<file path="src/rtl/dimcls_pkg.sv">
package dimcls_pkg;

    typedef enum logic [1:0] {
        MODE_NONE  = 2'd0,
        MODE_LEAD  = 2'd1,
        MODE_TRAIL = 2'd2
    } dim_mode_e;

    typedef enum logic {
        PH_LEARN    = 1'b0,
        PH_VALIDATE = 1'b1
    } phase_e;

    typedef struct packed {
        logic lead;
        logic trail;
    } edge_flags_t;

    // Class of one half cycle: leading cut wins over trailing cut
    function automatic dim_mode_e half_class(edge_flags_t f);
        if (f.lead)
            return MODE_LEAD;
        else if (f.trail)
            return MODE_TRAIL;
        else
            return MODE_NONE;
    endfunction

    // Vote over a learn window
    function automatic dim_mode_e learn_verdict(int unsigned lead_n,
                                                int unsigned trail_n,
                                                int unsigned need);
        if (lead_n >= need)
            return MODE_LEAD;
        else if (trail_n >= need)
            return MODE_TRAIL;
        else
            return MODE_NONE;
    endfunction

endpackage

</file>
<file path="src/rtl/dimcls_edge.sv">
module dimcls_edge
    import dimcls_pkg::*;
#(
    parameter int SMP_W = 8,
    parameter int LO_TH = 32,
    parameter int HI_TH = 96
) (
    input  logic             clk,
    input  logic             rst,
    input  logic             smp_vld,
    input  logic [SMP_W-1:0] smp,
    input  logic             half_stb,
    output dim_mode_e        half_cls
);
    localparam logic [SMP_W-1:0] LO_V = SMP_W'(LO_TH);
    localparam logic [SMP_W-1:0] HI_V = SMP_W'(HI_TH);

    logic [SMP_W-1:0] prev_q;
    logic             have_prev_q;
    edge_flags_t      seen_q;
    edge_flags_t      now_f;
    edge_flags_t      acc_f;

    always_comb begin
        now_f.lead  = smp_vld && have_prev_q && (prev_q < LO_V) && (smp > HI_V);
        now_f.trail = smp_vld && have_prev_q && (prev_q > HI_V) && (smp < LO_V);
        acc_f       = seen_q | now_f;
        half_cls    = half_class(acc_f);
    end

    always_ff @(posedge clk) begin
        if (rst) begin
            prev_q      <= '0;
            have_prev_q <= 1'b0;
            seen_q      <= '0;
        end else if (half_stb) begin
            // a new half cycle starts without a predecessor sample
            have_prev_q <= 1'b0;
            seen_q      <= '0;
        end else begin
            seen_q <= acc_f;
            if (smp_vld) begin
                prev_q      <= smp;
                have_prev_q <= 1'b1;
            end
        end
    end

endmodule

</file>
<file path="src/rtl/dimcls_tally.sv">
module dimcls_tally
    import dimcls_pkg::*;
#(
    parameter int HALVES = 4
) (
    input  logic      clk,
    input  logic      rst,
    input  logic      clr,
    input  logic      stb,
    input  dim_mode_e cls,
    output logic      done,
    output dim_mode_e verdict
);
    localparam int CW   = $clog2(HALVES + 1);
    localparam int NEED = HALVES / 2;

    logic [CW-1:0] half_q;
    logic [CW-1:0] lead_q;
    logic [CW-1:0] trail_q;
    logic [CW-1:0] lead_n;
    logic [CW-1:0] trail_n;

    always_comb begin
        lead_n  = lead_q  + CW'(cls == MODE_LEAD);
        trail_n = trail_q + CW'(cls == MODE_TRAIL);
        done    = stb && (half_q == CW'(HALVES - 1));
        verdict = learn_verdict(int'(lead_n), int'(trail_n), NEED);
    end

    always_ff @(posedge clk) begin
        if (rst || clr || done) begin
            half_q  <= '0;
            lead_q  <= '0;
            trail_q <= '0;
        end else if (stb) begin
            half_q  <= half_q + 1'b1;
            lead_q  <= lead_n;
            trail_q <= trail_n;
        end
    end

endmodule

</file>
<file path="src/rtl/dimcls_filt.sv">
module dimcls_filt #(
    parameter int MAXV = 15,
    parameter int TRIP = 12,
    localparam int CW  = $clog2(MAXV + 1)
) (
    input  logic          clk,
    input  logic          rst,
    input  logic          clr,
    input  logic          step,
    input  logic          miss,
    output logic [CW-1:0] cnt,
    output logic          trip
);
    assign trip = step && miss && (cnt == CW'(TRIP - 1));

    always_ff @(posedge clk) begin
        if (rst || clr || trip) begin
            cnt <= '0;
        end else if (step) begin
            if (miss)
                cnt <= (cnt == CW'(MAXV)) ? cnt : cnt + 1'b1;
            else
                cnt <= (cnt == '0) ? cnt : cnt - 1'b1;
        end
    end

endmodule

</file>
<file path="src/rtl/dimcls_top.sv">
module dimcls_top
    import dimcls_pkg::*;
#(
    parameter int SMP_W          = 8,
    parameter int LO_TH          = 32,
    parameter int HI_TH          = 96,
    parameter int LEARN_HALVES   = 4,
    parameter int RECHECK_HALVES = 16,
    parameter int FILT_MAX       = 15,
    parameter int FILT_TRIP      = 12
) (
    input  logic             clk,
    input  logic             rst,
    input  logic             smp_vld,
    input  logic [SMP_W-1:0] smp,
    input  logic             half_stb,
    output logic [1:0]       mode_o,
    output logic             learning_o
);
    localparam int PW  = (RECHECK_HALVES > 1) ? $clog2(RECHECK_HALVES) : 1;
    localparam int FCW = $clog2(FILT_MAX + 1);

    phase_e         phase_q;
    dim_mode_e      mode_q;
    logic [PW-1:0]  per_q;
    dim_mode_e      half_cls;
    dim_mode_e      verdict;
    logic           learn_done;
    logic           check_now;
    logic           trip;
    logic [FCW-1:0] filt_cnt;

    dimcls_edge #(
        .SMP_W (SMP_W),
        .LO_TH (LO_TH),
        .HI_TH (HI_TH)
    ) u_edge (
        .clk      (clk),
        .rst      (rst),
        .smp_vld  (smp_vld),
        .smp      (smp),
        .half_stb (half_stb),
        .half_cls (half_cls)
    );

    dimcls_tally #(
        .HALVES (LEARN_HALVES)
    ) u_tally (
        .clk     (clk),
        .rst     (rst),
        .clr     (phase_q == PH_VALIDATE),
        .stb     (half_stb && (phase_q == PH_LEARN)),
        .cls     (half_cls),
        .done    (learn_done),
        .verdict (verdict)
    );

    assign check_now = half_stb && (phase_q == PH_VALIDATE)
                       && (per_q == PW'(RECHECK_HALVES - 1));

    dimcls_filt #(
        .MAXV (FILT_MAX),
        .TRIP (FILT_TRIP)
    ) u_filt (
        .clk  (clk),
        .rst  (rst),
        .clr  (phase_q == PH_LEARN),
        .step (check_now),
        .miss (half_cls != mode_q),
        .cnt  (filt_cnt),
        .trip (trip)
    );

    always_ff @(posedge clk) begin
        if (rst) begin
            phase_q <= PH_LEARN;
            mode_q  <= MODE_NONE;
            per_q   <= '0;
        end else begin
            case (phase_q)
                PH_LEARN: begin
                    per_q <= '0;
                    if (learn_done) begin
                        mode_q <= verdict;
                        if (verdict != MODE_NONE)
                            phase_q <= PH_VALIDATE;
                    end
                end
                PH_VALIDATE: begin
                    if (half_stb)
                        per_q <= check_now ? '0 : per_q + 1'b1;
                    if (trip)
                        phase_q <= PH_LEARN;
                end
                default: phase_q <= PH_LEARN;
            endcase
        end
    end

    assign mode_o     = mode_q;
    assign learning_o = (phase_q == PH_LEARN);

endmodule

</file>
<file path="config.mk">
export PLATFORM = sky130hd
export DESIGN_NAME = dimcls_top
export DESIGN_NICKNAME = d
export VERILOG_FILES = /design/src/rtl/dimcls_pkg.sv /design/src/rtl/dimcls_edge.sv /design/src/rtl/dimcls_tally.sv /design/src/rtl/dimcls_filt.sv /design/src/rtl/dimcls_top.sv
export SDC_FILE = /design/constraint.sdc
export NUM_CORES = 1
export LEC_CHECK = 0
export ABC_AREA = 1
export BUFFER_PORTS_ARGS = -buffer_cell sky130_fd_sc_hd__buf_2
export CORE_ASPECT_RATIO = 1.1
export CORE_MARGIN = 4
export CORE_UTILIZATION = 58
export DETAILED_ROUTE_END_ITERATION = 7
export PLACE_DENSITY = 0.84
export SYNTH_ARGS = -nofsm -noshare
export SYNTH_HDL_FRONTEND = slang
export SYNTH_SLANG_ARGS = --single-unit
</file>
<file path="constraint.sdc">
create_clock -name clk -period 3.1 [get_ports clk]
set_input_delay 0.62 -clock clk [delete_from_list [all_inputs] [get_ports clk]]
set_output_delay 0.62 -clock clk [all_outputs]
set_load 0.02 [all_outputs]
</file>
# Word level (Yosys, flattened, before mapping)
# Index checks and enable logic that the tools add are counted.
[totals] elab_cells=71 output_inout_bits=3 input_bits=12 ff_bits=31
[classes] order_cmp=6 bitwise_logic=3 n_reduce_logical=21 n_mux=14 eq_ne=10 addsub=6
[op_table] operator="4-bit 2-to-1 mux" n=5
[op_table] operator="8-bit by 7-bit greater-than comparator with 1-bit output, second input constant" n=2
[op_table] operator="8-bit by 6-bit less-than comparator with 1-bit output, second input constant" n=2
[op_table] operator="4-bit equality test, second input constant" n=3
[op_table] operator="1-bit logical AND" n=11
[op_table] operator="4-bit by 1-bit adder with 4-bit output, second input constant" n=2
[op_table] operator="2-bit 2-to-1 mux" n=4
[op_table] operator="4-bit case mux with 2 select lines" n=1
[op_table] operator="3-bit by 1-bit adder with 3-bit output" n=2
[op_table] operator="3-bit by 2-bit greater-or-equal comparator with 1-bit output, second input constant" n=2
[op_table] operator="4-bit logical NOT" n=1
[op_table] operator="1-bit logical OR" n=4
[op_table] operator="2-bit inequality test, second input constant" n=2
[op_table] operator="2-bit AND reduction" n=2
[op_table] operator="4-bit by 1-bit subtractor with 4-bit output, second input constant" n=1
[op_table] operator="3-bit by 1-bit adder with 3-bit output, second input constant" n=1
[op_table] operator="3-bit by 2-bit equality test with 1-bit output, second input constant" n=1
[op_table] operator="1-bit 2-to-1 mux" n=3
[op_table] operator="3-bit AND reduction" n=1
[op_table] operator="2-bit by 1-bit equality test with 1-bit output, second input constant" n=1
[op_table] operator="2-bit equality test, second input constant" n=1
[op_table] operator="2-bit by 1-bit inequality test with 1-bit output, second input constant" n=1
[op_table] operator="2-bit inequality test" n=1
[op_table] operator="1-bit inverter" n=2
[op_table] operator="4 further kinds" n=4

# Logic depth before layout (Yosys ltp)
# Gate-level depths: netlist (run 1).
[depth] depth_word=15 depth_mapped=22

# Cells and area by module
# From an unflattened synthesis (run 1), not the netlist that was laid out.
[unflattened] hier_cells=254 hier_area_um2=1825.5
[by_module_without_submodules] module="dimcls_tally" cells_each=68 area_per_inst_um2=559.3 n_inst=1
[by_module_without_submodules] module="dimcls_edge" cells_each=78 area_per_inst_um2=554.3 n_inst=1
[by_module_without_submodules] module="dimcls_top" cells_each=50 area_per_inst_um2=365.4 n_inst=1
[by_module_without_submodules] module="dimcls_filt" cells_each=58 area_per_inst_um2=346.6 n_inst=1

# Worst setup path after synthesis (run 1)
# Ideal clock, no wire load.
[synth_path] kind="input -> register" from="input port smp[4]" to="register u_filt.cnt[3]" path_buffers=0 t_required_ps=2987 stages=19 slack_ps=707 arrival_ps=2280 cell_sequence="inv_1 nand2_1 nor2_1 nand2_1 nand3_2 nand2_4 inv_4 nand3_4 nand3_4 inv_2 ha_1 nand2_1 nand2_1 a31oi_1 nand4_1 nand2_1 nand3_2 nor2_1 nor2_1"
[synth_via] elab_chain_len=9 elab_cells_between_ends=15 cone_classes="2 x order compare; 3 x eq/ne; 3 x mux; 1 x bitwise; 6 x reduce/logical"
[synth_lines] item="start: declaration" line="dimcls_top.sv:15" rtl="input logic [SMP_W-1:0] smp,"
[synth_lines] item="8-bit by 6-bit less-than comparator with 1-bit output" line="dimcls_edge.sv:26" rtl="now_f.trail = smp_vld && have_prev_q && (prev_q > HI_V) && (smp < LO_V);"
[synth_lines] item="1-bit logical AND" line="dimcls_edge.sv:26"
[synth_lines] item="2-bit bitwise OR *" line="dimcls_edge.sv:27" rtl="acc_f = seen_q | now_f;"
[synth_lines] item="2-bit 2-to-1 mux" line="dimcls_pkg.sv:23" rtl="else if (f.trail)"
[synth_lines] item="2-bit 2-to-1 mux *" line="dimcls_pkg.sv:21" rtl="if (f.lead)"
[synth_lines] item="2-bit inequality test *" line="dimcls_top.sv:69" rtl=".miss (half_cls != mode_q),"
[synth_lines] item="branches (longest 3 deep; another with 3-bit AND reduction)"
[synth_lines] item="end signal: assignment" line="dimcls_filt.sv:21" rtl="cnt <= (cnt == CW'(MAXV)) ? cnt : cnt + 1'b1;"
[synth_lines] item="end signal: assignment" line="dimcls_filt.sv:23" rtl="cnt <= (cnt == '0) ? cnt : cnt - 1'b1;"
[synth_lines] item="end: declaration" line="dimcls_filt.sv:11" rtl="output logic [CW-1:0] cnt,"
# Every way passes the cells marked *.
# A chain may end at the register's enable or synchronous reset.

# Worst setup path after layout (run 1)
[layout_path] from="input port smp[5]" to="register phase_q"
[layout_via] elab_chain_len=14 elab_cells_between_ends=23 cone_classes="2 x add/sub; 4 x order compare; 3 x eq/ne; 8 x mux; 1 x bitwise; 5 x reduce/logical"
[layout_lines] item="8-bit by 6-bit less-than comparator with 1-bit output" line="dimcls_edge.sv:26"
[layout_lines] item="1-bit logical AND" line="dimcls_edge.sv:26"
[layout_lines] item="2-bit bitwise OR *" line="dimcls_edge.sv:27"
[layout_lines] item="2-bit 2-to-1 mux" line="dimcls_pkg.sv:23"
[layout_lines] item="2-bit 2-to-1 mux *" line="dimcls_pkg.sv:21"
[layout_lines] item="2-bit equality test" line="dimcls_tally.sv:25" rtl="trail_n = trail_q + CW'(cls == MODE_TRAIL);"
[layout_lines] item="3-bit by 1-bit adder with 3-bit output" line="dimcls_tally.sv:25"
[layout_lines] item="3-bit by 2-bit greater-or-equal comparator with 1-bit output" line="dimcls_pkg.sv:35" rtl="else if (trail_n >= need)"
[layout_lines] item="2-bit 2-to-1 mux" line="dimcls_pkg.sv:35"
[layout_lines] item="2-bit 2-to-1 mux" line="dimcls_pkg.sv:33" rtl="if (lead_n >= need)"
[layout_lines] item="2-bit nonzero test" line="dimcls_top.sv:85" rtl="if (verdict != MODE_NONE)"
[layout_lines] item="1-bit 2-to-1 mux" line="dimcls_top.sv:85"
[layout_lines] item="1-bit 2-to-1 mux" line="dimcls_top.sv:83" rtl="if (learn_done) begin"
[layout_lines] item="1-bit case mux with 2 select lines *" line="dimcls_top.sv:80" rtl="case (phase_q)"
[layout_lines] item="end signal: assignment" line="dimcls_top.sv:86" rtl="phase_q <= PH_VALIDATE;"
[layout_lines] item="end signal: assignment" line="dimcls_top.sv:93" rtl="phase_q <= PH_LEARN;"
[layout_lines] item="end signal: assignment" line="dimcls_top.sv:95" rtl="default: phase_q <= PH_LEARN;"
[layout_lines] item="end: declaration" line="dimcls_top.sv:23" rtl="phase_e phase_q;"
# Every way passes the cells marked *; elsewhere a longest branch is shown, timed or not.

==> run_results.csv, run 1 <==
group,metric,value,unit
run_status,status,"finished clean",
global_routing,grt.busiest_layer,"met2",
route,drt_first_pass_iters,4,
clocking,cts_buffers,5,
floorplanning,start_util,60.2,%
route,drtAntennaViolNets,0,
logic_synthesis,avgSynthCellArea,7.47,µm²
final_layout,final_nets,265,
clocking,htree_levels,2,
global_routing,grt_overflow,0,
logic_synthesis,ys_ff_latch,31,
global_routing,track_usage,19.6,%
clocking,clkLatencyLatePin,0.33,ns
final_layout,fin_area,1840,µm²
clocking,cts_buffer_depth,2,
worst_setup_path,worst_ep_required_time,3.31,ns
sta,hold-worst-slack,0.464,ns
logic_synthesis,synth_top_area_cell,"dfxtp_1",
final_layout,mostFrequentLayoutCells,"nand2_1 (46), dfxtp_1 (31), inv_1 (30)",
clocking,cts_resized,0,
logic_synthesis,syn_area,1660,µm²
logic_synthesis,ys_async_sr_fraction,0,%
global_routing,antenna_found_initial,0,
worst_setup_path,arrival,2.56,ns
floorplanning,coreArea,2750,µm²
sta,hold_viol_final,0,
placed_design,placed_cell_area,1780,µm²
logic_synthesis,synth_top_area_share,37.4,%
floorplanning,ios,15,
logic_synthesis,synth.yosys.warnings,0,
clocking,cts_tree,"built",
route,vias_per_cell,5.19,
logic_synthesis,ys.flop_type,"dfxtp_1",
global_routing,met3_usage,5.66,%
final_layout,layout_commonest_cell,"nand2_1",
job,max-cap-violations,0,
final_layout,final_layout_size_suffix_gt1_share,18.9,%
route,drc_errors,0,
final_layout,n_antenna_cell,0,
placed_design,gp_congestion,0.816,
logic_synthesis,synth-edff-count,0,
final_layout,n_fill_cell,253,
sta,relSlewSlack,62.0,%
clocking,clkTransAtPathRegs,0.09,ns
clocking,root_buffer,"clkbuf_4",
logic_synthesis,synth_cell_types,33,
clocking,cts_hold_buf,0,
clocking,clock_sinks,31,
route,wirelength,3130,µm
sta,finalClockSkew,0.00472,ns
sta,finalSetupViolCount,0,
floorplanning,die_h,64.1,µm
final_layout,multi_input_area,891,µm²
final_layout,synthToLayoutAreaGrowth,11.2,%
sta,period_share,75.7,%
sta,rsz0062_at_grt,"false",
worst_hold_path,hold_path_class,"flop to flop",
route,wl_per_cell,11.3,µm
sta,fin_crit,2.35,ns
global_routing,grt_max_degree,13,
sta,tightest_slew,0.565,ns
sta,slew_violations,0,
global_routing,grt_pass1_vias,1396,
pwr,p_per_area,405,nW/µm²
global_routing,use_met2,30.9,%
pwr,leakagePower,0.821,nW
sta,fin_tns_setup,0,ns
global_routing,grt_use_met1,23.5,%
floorplanning,die_w,59.0,µm
placed_design,dp_hpwl,2380,µm
floorplanning,core.rowCount,20,
worst_setup_path,worstPathMaxFanout,3,
route,vias,1437,
logic_synthesis,synth_cells,222,
route,drt_first_iter_violations,67,
pwr,ir_worst_vdd,0.000284,V
placed_design,port_buffers,14,
worst_setup_path,end_kind,"flop",
clocking,postCtsSetupRepairBufs,0,
logic_synthesis,synth.area.top_cells,"dfxtp_1 (37%), nand2_1 (10%), a21oi_1 (7.8%)",
floorplanning,die_area,3780,µm²
worst_setup_path,crit_type,"input pin to flop",
worst_setup_path,crit_path_start_kind,"input pin",
logic_synthesis,yosysSeqAreaShare,37.4,%
sta,fmax,0.426,GHz
global_routing,grt_pass1_wl,5660,µm
final_layout,seq_area,621,µm²
logic_synthesis,syn_nets,244,
Yosys cell counts (2+ instances only):
library cell  number
inv_2              4
o21ai_0           10
ha_1               9
nand2_2            5
nand2_1           46
nor4_1             3
a21oi_1           26
nand3_1            9
inv_1             30
nor2_1            18
o21ai_1            2
xnor2_1            2
nand3_2            3
nand3_4            2
xor2_1             2
nand2_4            4
dfxtp_1           31
layout make-up:
class                           instances  share of cell area, %
Sequential cell                        31                   33.6
Timing Repair Buffer                   16                   4.61
Clock buffer                            8                   3.73
Inverter                               36                   7.46
Tap cell                               33                   2.24
Multi-Input combinational cell        153                   48.3
metal layers:
layer | share of wire, % | up-vias
li1 | - | 764
met1 | 46 | 625
met2 | 46 | 36
met3 | 4.8 | 12
met4 | 3.2 | 0
met5 | 0 | -
stage by stage:
stage | cells | worst slack [ns] | total power, mW | util (%)
floorplan | 222 | 0.707 | 0.469 | -
finish | 277 | 0.752 | 0.748 | 67.0
CTS | 277 | 0.747 | 0.756 | 67.0
global route | 277 | 0.478 | 0.789 | 67.0
detailed placement | 269 | 0.431 | 0.491 | 64.5
global placement | 269 | 0.465 | 0.489 | 64.5
power breakdown:
group	switching (mW)	total (mW)	leakage [nW]	internal, mW
sequential	0.00537	0.414	0.252	0.409
combinational	0.0415	0.0672	0.530	0.0257
clock	0.133	0.266	0.0386	0.133
state kept, by name, indices dropped and copies added (netlist names):
name                cells
u_edge.prev_q           8
per_q                   4
u_filt.cnt              4
u_tally.half_q          3
u_tally.lead_q          3
u_tally.trail_q         3
mode_o                  2
u_edge.seen_q           2
phase_q                 1
u_edge.have_prev_q      1
critical path: stages:
cell	delay [ns]
buf_2	0.10
inv_1	0.05
o21ai_1	0.17
nand3_2	0.14
nand2_4	0.10
inv_4	0.05
nand2_4	0.06
inv_1	0.04
ha_1	0.17
ha_1	0.19
xor2_1	0.16
nor2_1	0.09
inv_1	0.05
o311ai_0	0.41
a21oi_1	0.13
cell families after synthesis:
| family | after synthesis | share of synthesized area [%] |
|---|---|---|
| adder cells (fa/ha/maj) | 10 | 8.00 |
| flip-flops | 31 | 37.4 |
| AO/OA/AOI/OAI | 42 | 13.8 |
| buffers and inverters | 38 | 8.83 |
| XOR/XNOR | 4 | 2.11 |
| AND/OR/NAND/NOR | 97 | 29.8 |
worst paths after layout:
path,startpoint,endpoint,slack (ns),depth (start not counted)
worst min-delay path,u_edge.prev_q[0]$_SDFFE_PP0P_,u_edge.prev_q[0]$_SDFFE_PP0P_,0.46,2
worst min register to register,u_edge.prev_q[0]$_SDFFE_PP0P_,u_edge.prev_q[0]$_SDFFE_PP0P_,0.46,2
worst max register to register,u_edge.prev_q[5]$_SDFFE_PP0P_,phase_q$_SDFF_PP0_,0.80,15
worst max-delay path,smp[5],phase_q$_SDFF_PP0_,0.75,15
Note: power is estimated with default switching activity, not from simulation.
==> inputs of run 2 (changes only) <==
--- a/config.mk
+++ b/config.mk
@@ -5,13 +5,13 @@
 export SDC_FILE = /design/constraint.sdc
 export NUM_CORES = 1
 export LEC_CHECK = 0
-export ABC_AREA = 1
+export ABC_AREA = 0
 export BUFFER_PORTS_ARGS = -buffer_cell sky130_fd_sc_hd__buf_2
 export CORE_ASPECT_RATIO = 1.1
 export CORE_MARGIN = 4
-export CORE_UTILIZATION = 58
+export CORE_UTILIZATION = 57
 export DETAILED_ROUTE_END_ITERATION = 7
-export PLACE_DENSITY = 0.84
+export PLACE_DENSITY = 0.83
 export SYNTH_ARGS = -nofsm -noshare
 export SYNTH_HDL_FRONTEND = slang
 export SYNTH_SLANG_ARGS = --single-unit
==> constraint.sdc (replaced) <==
create_clock -name clk -period 2.4 [get_ports clk]
set_input_delay 0.48 -clock clk [delete_from_list [all_inputs] [get_ports clk]]
set_output_delay 0.48 -clock clk [all_outputs]
set_load 0.02 [all_outputs]
==> run_results.csv, run 2 <==
group,metric,value,unit
global_routing,track_usage,21.2,%
logic_synthesis,synth-edff-count,0,
logic_synthesis,ys.flop_type,"dfxtp_1",
logic_synthesis,synth_xor_area_share,5.11,%
logic_synthesis,syn_nets,197,
sta,rsz0062_at_grt,"true",
worst_setup_path,arrival,2.73,ns
final_layout,reg.largest.list,"u_edge.prev_q x8, per_q x4, u_filt.cnt x4",
route,drt_first_pass_iters,4,
logic_synthesis,synth.yosys.warnings,0,
route,vias,1365,
sta,slew_violations,0,
logic_synthesis,muxShareOfSynthArea,7.13,%
floorplanning,die_w,57.6,µm
worst_setup_path,end_kind,"flop",
clocking,clock_sinks,31,
global_routing,grt_pass1_vias,1431,
clocking,cts_buffer_depth,2,
sta,tightest_slew,0.317,ns
route,vias_per_cell,5.59,
worst_setup_path,crit_type,"input pin to flop",
job,max-cap-violations,0,
sta,finalSetupViolCount,4,
clocking,cts_buffers,5,
pwr,ir_worst_vdd,0.000485,V
run_status,violations,"setup timing",
logic_synthesis,synthAdderAreaFrac,8.59,%
logic_synthesis,post-synth-top-count-cell,"dfxtp_1",
final_layout,n_antenna_cell,0,
final_layout,final_nets,234,
worst_setup_path,worst_ep_required_time,2.64,ns
route,drt_first_iter_violations,37,
placed_design,gp_congestion,0.840,
final_layout,mostFrequentLayoutCells,"dfxtp_1 (29), nor2_1 (25), nand2_1 (23)",
worst_setup_path,crit_path_start_kind,"input pin",
sta,fin_crit,2.49,ns
logic_synthesis,synth_top_cells_by_count,"dfxtp_1 (31), nor2_1 (27), nand2_1 (23)",
final_layout,fin_area,1950,µm²
placed_design,dp_hpwl,2490,µm
logic_synthesis,avgSynthCellArea,8.82,µm²
route,drc_errors,0,
global_routing,grt_max_degree,18,
floorplanning,coreArea,2540,µm²
logic_synthesis,ys_async_sr_fraction,0,%
pwr,leakagePower,0.797,nW
sta,period_share,104,%
pwr,p_clk_share,31.4,%
placed_design,placed_cell_area,1790,µm²
worst_setup_path,worstPathMaxFanout,3,
final_layout,n_fill_cell,170,
run_status,status,"finished, violations left",
logic_synthesis,synth_cells,175,
sta,hold-worst-slack,0.387,ns
sta,hold_viol_final,0,
global_routing,antenna_found_initial,0,
global_routing,grt_overflow,0,
clocking,cts_tree,"built",
final_layout,largest_register_ffs,8,
logic_synthesis,synth_top_area_share,40.2,%
pwr,p_per_area,480,nW/µm²
sta,relSlewSlack,78.9,%
clocking,htree_levels,2,
logic_synthesis,synth-compound-area-share,14.9,%
logic_synthesis,synth.area.top_cells,"dfxtp_1 (40%), ha_1 (7.3%), mux2i_1 (7.1%)",
logic_synthesis,syn_area,1540,µm²
logic_synthesis,ys_ff_latch,31,
pwr,swShare,25.9,%
final_layout,largest_register,"u_edge.prev_q",
pwr,switchingPower,0.243,mW
route,drtAntennaViolNets,0,
logic_synthesis,synth_top_area_cell,"dfxtp_1",
logic_synthesis,synth_cell_types,37,
clocking,cts_hold_buf,0,
final_layout,final_layout_size_suffix_gt1_share,29.6,%
final_layout,synthToLayoutAreaGrowth,26.4,%
floorplanning,die_h,62.6,µm
global_routing,grt_pass1_wl,6080,µm
floorplanning,ios,15,
placed_design,port_buffers,14,
clocking,clkTransAtPathRegs,0.10,ns
final_layout,layout_commonest_cell,"dfxtp_1",
clocking,clkLatencyLatePin,0.34,ns
pwr,p_int,0.694,mW
floorplanning,die_area,3610,µm²
worst_hold_path,hold_path_class,"input pin to flop",
sta,fin_ws,-0.0915,ns
route,wl_per_cell,14.3,µm
sta,fmax,0.401,GHz
floorplanning,start_util,60.7,%
logic_synthesis,yosysSeqAreaShare,40.2,%
floorplanning,core.rowCount,19,
pwr,p_comb_share,11.4,%
logic_synthesis,synthSimpleGateAreaFrac,21.4,%
logic_synthesis,synth_top_family_by_area,"simple AND/OR/NAND/NOR gates",
pwr,sequentialPowerShare,57.2,%
sta,finalClockSkew,0.0145,ns
pwr,power,0.936,mW
route,wirelength,3500,µm
clocking,root_buffer,"clkbuf_4",
[run 2: changes by cell type after synthesis, sizes merged, moves of 11 or more]
cell,delta
o21ai,-11
a21oi,-16
nand3,-13
inv,-29
mux2i,+11
nand2,-31
[run 2: power groups by stage]
stage	clock network [mW]	registers (mW)	logic, mW
after detailed placement	0	0.546	0.0914
after global routing	0.331	0.538	0.118
after CTS	0.296	0.535	0.101
final	0.294	0.536	0.107
after floorplan	0	0.545	0.0559
after global placement	0	0.545	0.0866
[run 2: metal layers]
metal | up-vias | routed length, µm | GRT usage (%)
met3 | 11 | 139 | 6.40
li1 | 684 | - | -
met5 | - | 0 | 0
met2 | 23 | 1890 | 38.0
met4 | 0 | 64 | 8.99
met1 | 647 | 1410 | 22.3
[run 2: cell type report]
cell class | instances | area (µm²) | area share, %
multi-input cells | 133 | 971 | 49.7
inverters | 6 | 25.0 | 1.28
flip-flops and latches | 31 | 623 | 31.9
well taps | 31 | 38.8 | 1.99
clock inverters | 1 | 5.00 | 0.256
clock buffers | 7 | 45.0 | 2.31
repair buffers | 35 | 244 | 12.5
[run 2: per-stage QoR]
stage / instances / utilization [%] / TNS, ns / setup WS, ns
6_report: 244 / 76.7 / -0.212 / -0.0915
3_5_place_dp: 231 / 70.2 / -2.74 / -0.523
4_1_cts: 243 / 75.4 / -0.176 / -0.0792
3_3_place_gp: 231 / 70.2 / -2.20 / -0.482
5_1_grt: 244 / 76.7 / -0.600 / -0.154
2_1_floorplan: 175 / - / -0.657 / -0.361
[run 2: repair_timing]
item / 4_1_cts / 5_1_grt
endpoints found under the setup margin: 5 / 6
setup buffers: 4 / 1
gates resized for setup: 11 / 7
pin swaps: 12 / 6
[run 2: worst max-delay path, stage by stage]
cell and delay (ns):
buf_6 0.09, or4_4 0.54, o2111ai_4 0.20, nand2_2 0.08
or2_1 0.24, o21a_2 0.23, inv_4 0.07, ha_4 0.19
a21o_1 0.16, a21oi_2 0.12, xnor2_1 0.13, nand2_1 0.08
mux2i_1 0.12
[run 2: logic make-up after synthesis]
| logic type | after synthesis |
|---|---|
| buffers and inverters | 11 |
| and+or+nand+nor | 72 |
| adders and majority gates | 10 |
| AOI/OAI and AO/OA | 31 |
| muxes | 11 |
| xor gates and xnor gates | 9 |
| DFF | 31 |
[run 2: worst paths after layout]
kind	start	endpoint	slack [ns]	cells after the start
worst max-delay path	smp[1]	u_filt.cnt[3]$_SDFFE_PP0P_	-0.09	13
worst min-delay path	smp[2]	u_edge.prev_q[2]$_SDFFE_PP0P_	0.39	3
worst max register to register	u_edge.prev_q[4]$_SDFFE_PP0P_	u_filt.cnt[3]$_SDFFE_PP0P_	-0.07	12
worst min register to register	u_tally.lead_q[0]$_SDFFE_PP0P_	u_tally.lead_q[0]$_SDFFE_PP0P_	0.47	2
==> inputs of run 3 (changes only) <==
--- a/config.mk
+++ b/config.mk
@@ -7,9 +7,11 @@
 export LEC_CHECK = 0
 export ABC_AREA = 0
 export BUFFER_PORTS_ARGS = -buffer_cell sky130_fd_sc_hd__buf_2
+export CELL_PAD_IN_SITES_DETAIL_PLACEMENT = 0
+export CELL_PAD_IN_SITES_GLOBAL_PLACEMENT = 2
 export CORE_ASPECT_RATIO = 1.1
 export CORE_MARGIN = 4
-export CORE_UTILIZATION = 57
+export CORE_UTILIZATION = 35
 export DETAILED_ROUTE_END_ITERATION = 7
 export PLACE_DENSITY = 0.83
 export SYNTH_ARGS = -nofsm -noshare
==> run_results.csv, run 3 (same netlist as run 2, synthesis figures left out) <==
group,metric,value,unit
final_layout,n_fill_cell,414,
worst_setup_path,arrival,2.71,ns
placed_design,gp_congestion,0.832,
sta,rsz0062_at_grt,"true",
pwr,ir_worst_vdd,0.000274,V
floorplanning,die_w,71.3,µm
worst_hold_path,min_path_cells,3,
floorplanning,coreArea,4290,µm²
final_layout,largest_register_ffs,8,
route,wirelength,3380,µm
job,max-cap-violations,0,
worst_setup_path,end_kind,"flop",
global_routing,grt_max_degree,18,
worst_setup_path,worstReg2RegEnd,"u_filt.cnt[3]$_SDFFE_PP0P_",
final_layout,synthToLayoutAreaGrowth,27.2,%
route,drc_errors,0,
sta,fmax,0.394,GHz
worst_setup_path,worstPathMaxFanout,3,
worst_setup_path,critPathMaxStageDelay,0.53,ns
final_layout,layout_commonest_cell,"dfxtp_1",
worst_setup_path,worst_ep_required_time,2.57,ns
route,drt_first_iter_violations,46,
placed_design,port_buffers,14,
run_status,violations,"setup timing",
run_status,status,"finished, violations left",
global_routing,track_usage,13.7,%
route,drtAntennaViolNets,0,
sta,slew_violations,0,
route,drt_first_pass_iters,4,
floorplanning,ios,15,
floorplanning,start_util,36.0,%
floorplanning,die_area,5540,µm²
sta,hold_viol_final,0,
clocking,clock_sinks,31,
sta,hold-worst-slack,0.454,ns
clocking,htree_levels,2,
global_routing,antenna_found_initial,0,
sta,fin_ws,-0.140,ns
global_routing,grt_pass1_wl,6070,µm
sta,finalSetupViolCount,5,
floorplanning,die_h,77.7,µm
worst_setup_path,crit_path_start_kind,"input pin",
final_layout,n_antenna_cell,0,
final_layout,reg.largest.list,"u_edge.prev_q x8, per_q x4, u_filt.cnt x4",
clocking,root_buffer,"clkbuf_8",
clocking,cts_buffers,5,
sta,tightest_slew,0.468,ns
clocking,cts_tree,"built",
placed_design,dp_hpwl,2570,µm
worst_hold_path,hold_path_class,"input pin to flop",
pwr,p_per_area,518,nW/µm²
final_layout,final_core_utilization,45.8,%
worst_setup_path,crit_type,"input pin to flop",
worst_setup_path,r2r_cells,12,
sta,relSlewSlack,68.6,%
worst_hold_path,worstHoldStart,"smp[2]",
clocking,cts_hold_buf,0,
floorplanning,core.rowCount,25,
final_layout,final_layout_size_suffix_gt1_share,25.5,%
clocking,cts_buffer_depth,2,
route,vias_per_cell,5.00,
final_layout,largest_register,"u_edge.prev_q",
worst_setup_path,r2r_setup_slack,-0.10,ns
worst_setup_path,r2r_start,"u_edge.prev_q[1]$_SDFFE_PP0P_",
sta,period_share,106,%
global_routing,grt_overflow,0,
sta,fin_crit,2.54,ns
final_layout,final_nets,229,
worst_hold_path,holdPathEnd,"u_edge.prev_q[2]$_SDFFE_PP0P_",
global_routing,grt_pass1_vias,1418,
clocking,clkTransAtPathRegs,0.06,ns
final_layout,mostFrequentLayoutCells,"dfxtp_1 (31), nor2_1 (25), nand2_1 (23)",
sta,fin_tns_setup,-0.310,ns
clocking,clkLatencyLatePin,0.28,ns
worst_setup_path,slowest_stage,"or4_4",
pwr,leakagePower,0.778,nW
route,vias,1310,
worst_setup_path,cp_cell_sequence,"buf_6, or4_4, o2111ai_4, nand2_2, or2_1, o21a_2, inv_4, ha_4, a21o_1, a21oi_2, xnor2_1, nand2_1, mux2i_1",
sta,finalClockSkew,0.00583,ns
route,wl_per_cell,12.9,µm
run 3: cell types whose count changed in the layout (fill, tap and decap cells not counted), sizes merged:
cell  previous run  this run
buf             35        30
run 3: critical path: cells and delay by family:
family          cells  cell delay (ns)
compound gates      4             0.73
xor+xnor            1             0.12
mux                 1             0.11
simple gates        4             0.90
buf+inv             2             0.16
fa+ha+maj           1             0.19
run 3: layer usage:
layer | track usage (%) | vias to the layer above | wire, µm
met3 | 4.15 | 5 | 90
met4 | 3.95 | 0 | 42
li1 | - | 667 | -
met1 | 15.2 | 628 | 1430
met5 | 0 | - | 0
met2 | 24.9 | 10 | 1810
run 3: power breakdown:
group	leakage, nW	internal, mW	total [mW]	switching [mW]
Combinational	0.484	0.0470	0.100	0.0530
Clock	0.0422	0.203	0.382	0.179
Sequential	0.251	0.528	0.535	0.00728
Total	0.778	0.778	1.02	0.239
run 3: cell type report:
class,count,area (µm²),share of cell area (%)
Clock inverter,1,5.00,0.255
Clock buffer,7,76.3,3.89
Timing Repair Buffer,30,206,10.5
Inverter,6,25.0,1.27
Tap cell,54,67.6,3.44
Multi-Input combinational cell,133,963,49.0
Sequential cell,31,621,31.6
run 3: repair_timing:
action | 4_1_cts | 5_1_grt
pin swaps | 10 | 8
gates resized for setup | 7 | 7
cloned | 0 | 0
endpoints found under the setup margin | 5 | 5
setup buffers | 1 | 1
run 3: worst max-delay path by stage:
stage | start | endpoint | slack, ns
CTS | smp[4] | u_filt.cnt[3]$_SDFFE_PP0P_ | -0.15
finish | smp[4] | u_filt.cnt[3]$_SDFFE_PP0P_ | -0.14
floorplan | smp[1] | u_filt.cnt[3]$_SDFFE_PP0P_ | -0.36
global placement | smp[1] | u_filt.cnt[3]$_SDFFE_PP0P_ | -0.47
global route | smp[4] | u_filt.cnt[3]$_SDFFE_PP0P_ | -0.28
detailed placement | smp[1] | u_filt.cnt[3]$_SDFFE_PP0P_ | -0.50
run 3: through the flow:
stage / area (µm²) / worst slack [ns] / cells / power (mW)
global route: 1960 / -0.283 / 262 / 1.07
floorplan: 1580 / -0.361 / 175 / 0.600
global placement: 1800 / -0.466 / 252 / 0.636
detailed placement: 1800 / -0.500 / 252 / 0.639
finish: 1960 / -0.140 / 262 / 1.02
CTS: 1920 / -0.147 / 261 / 1.04
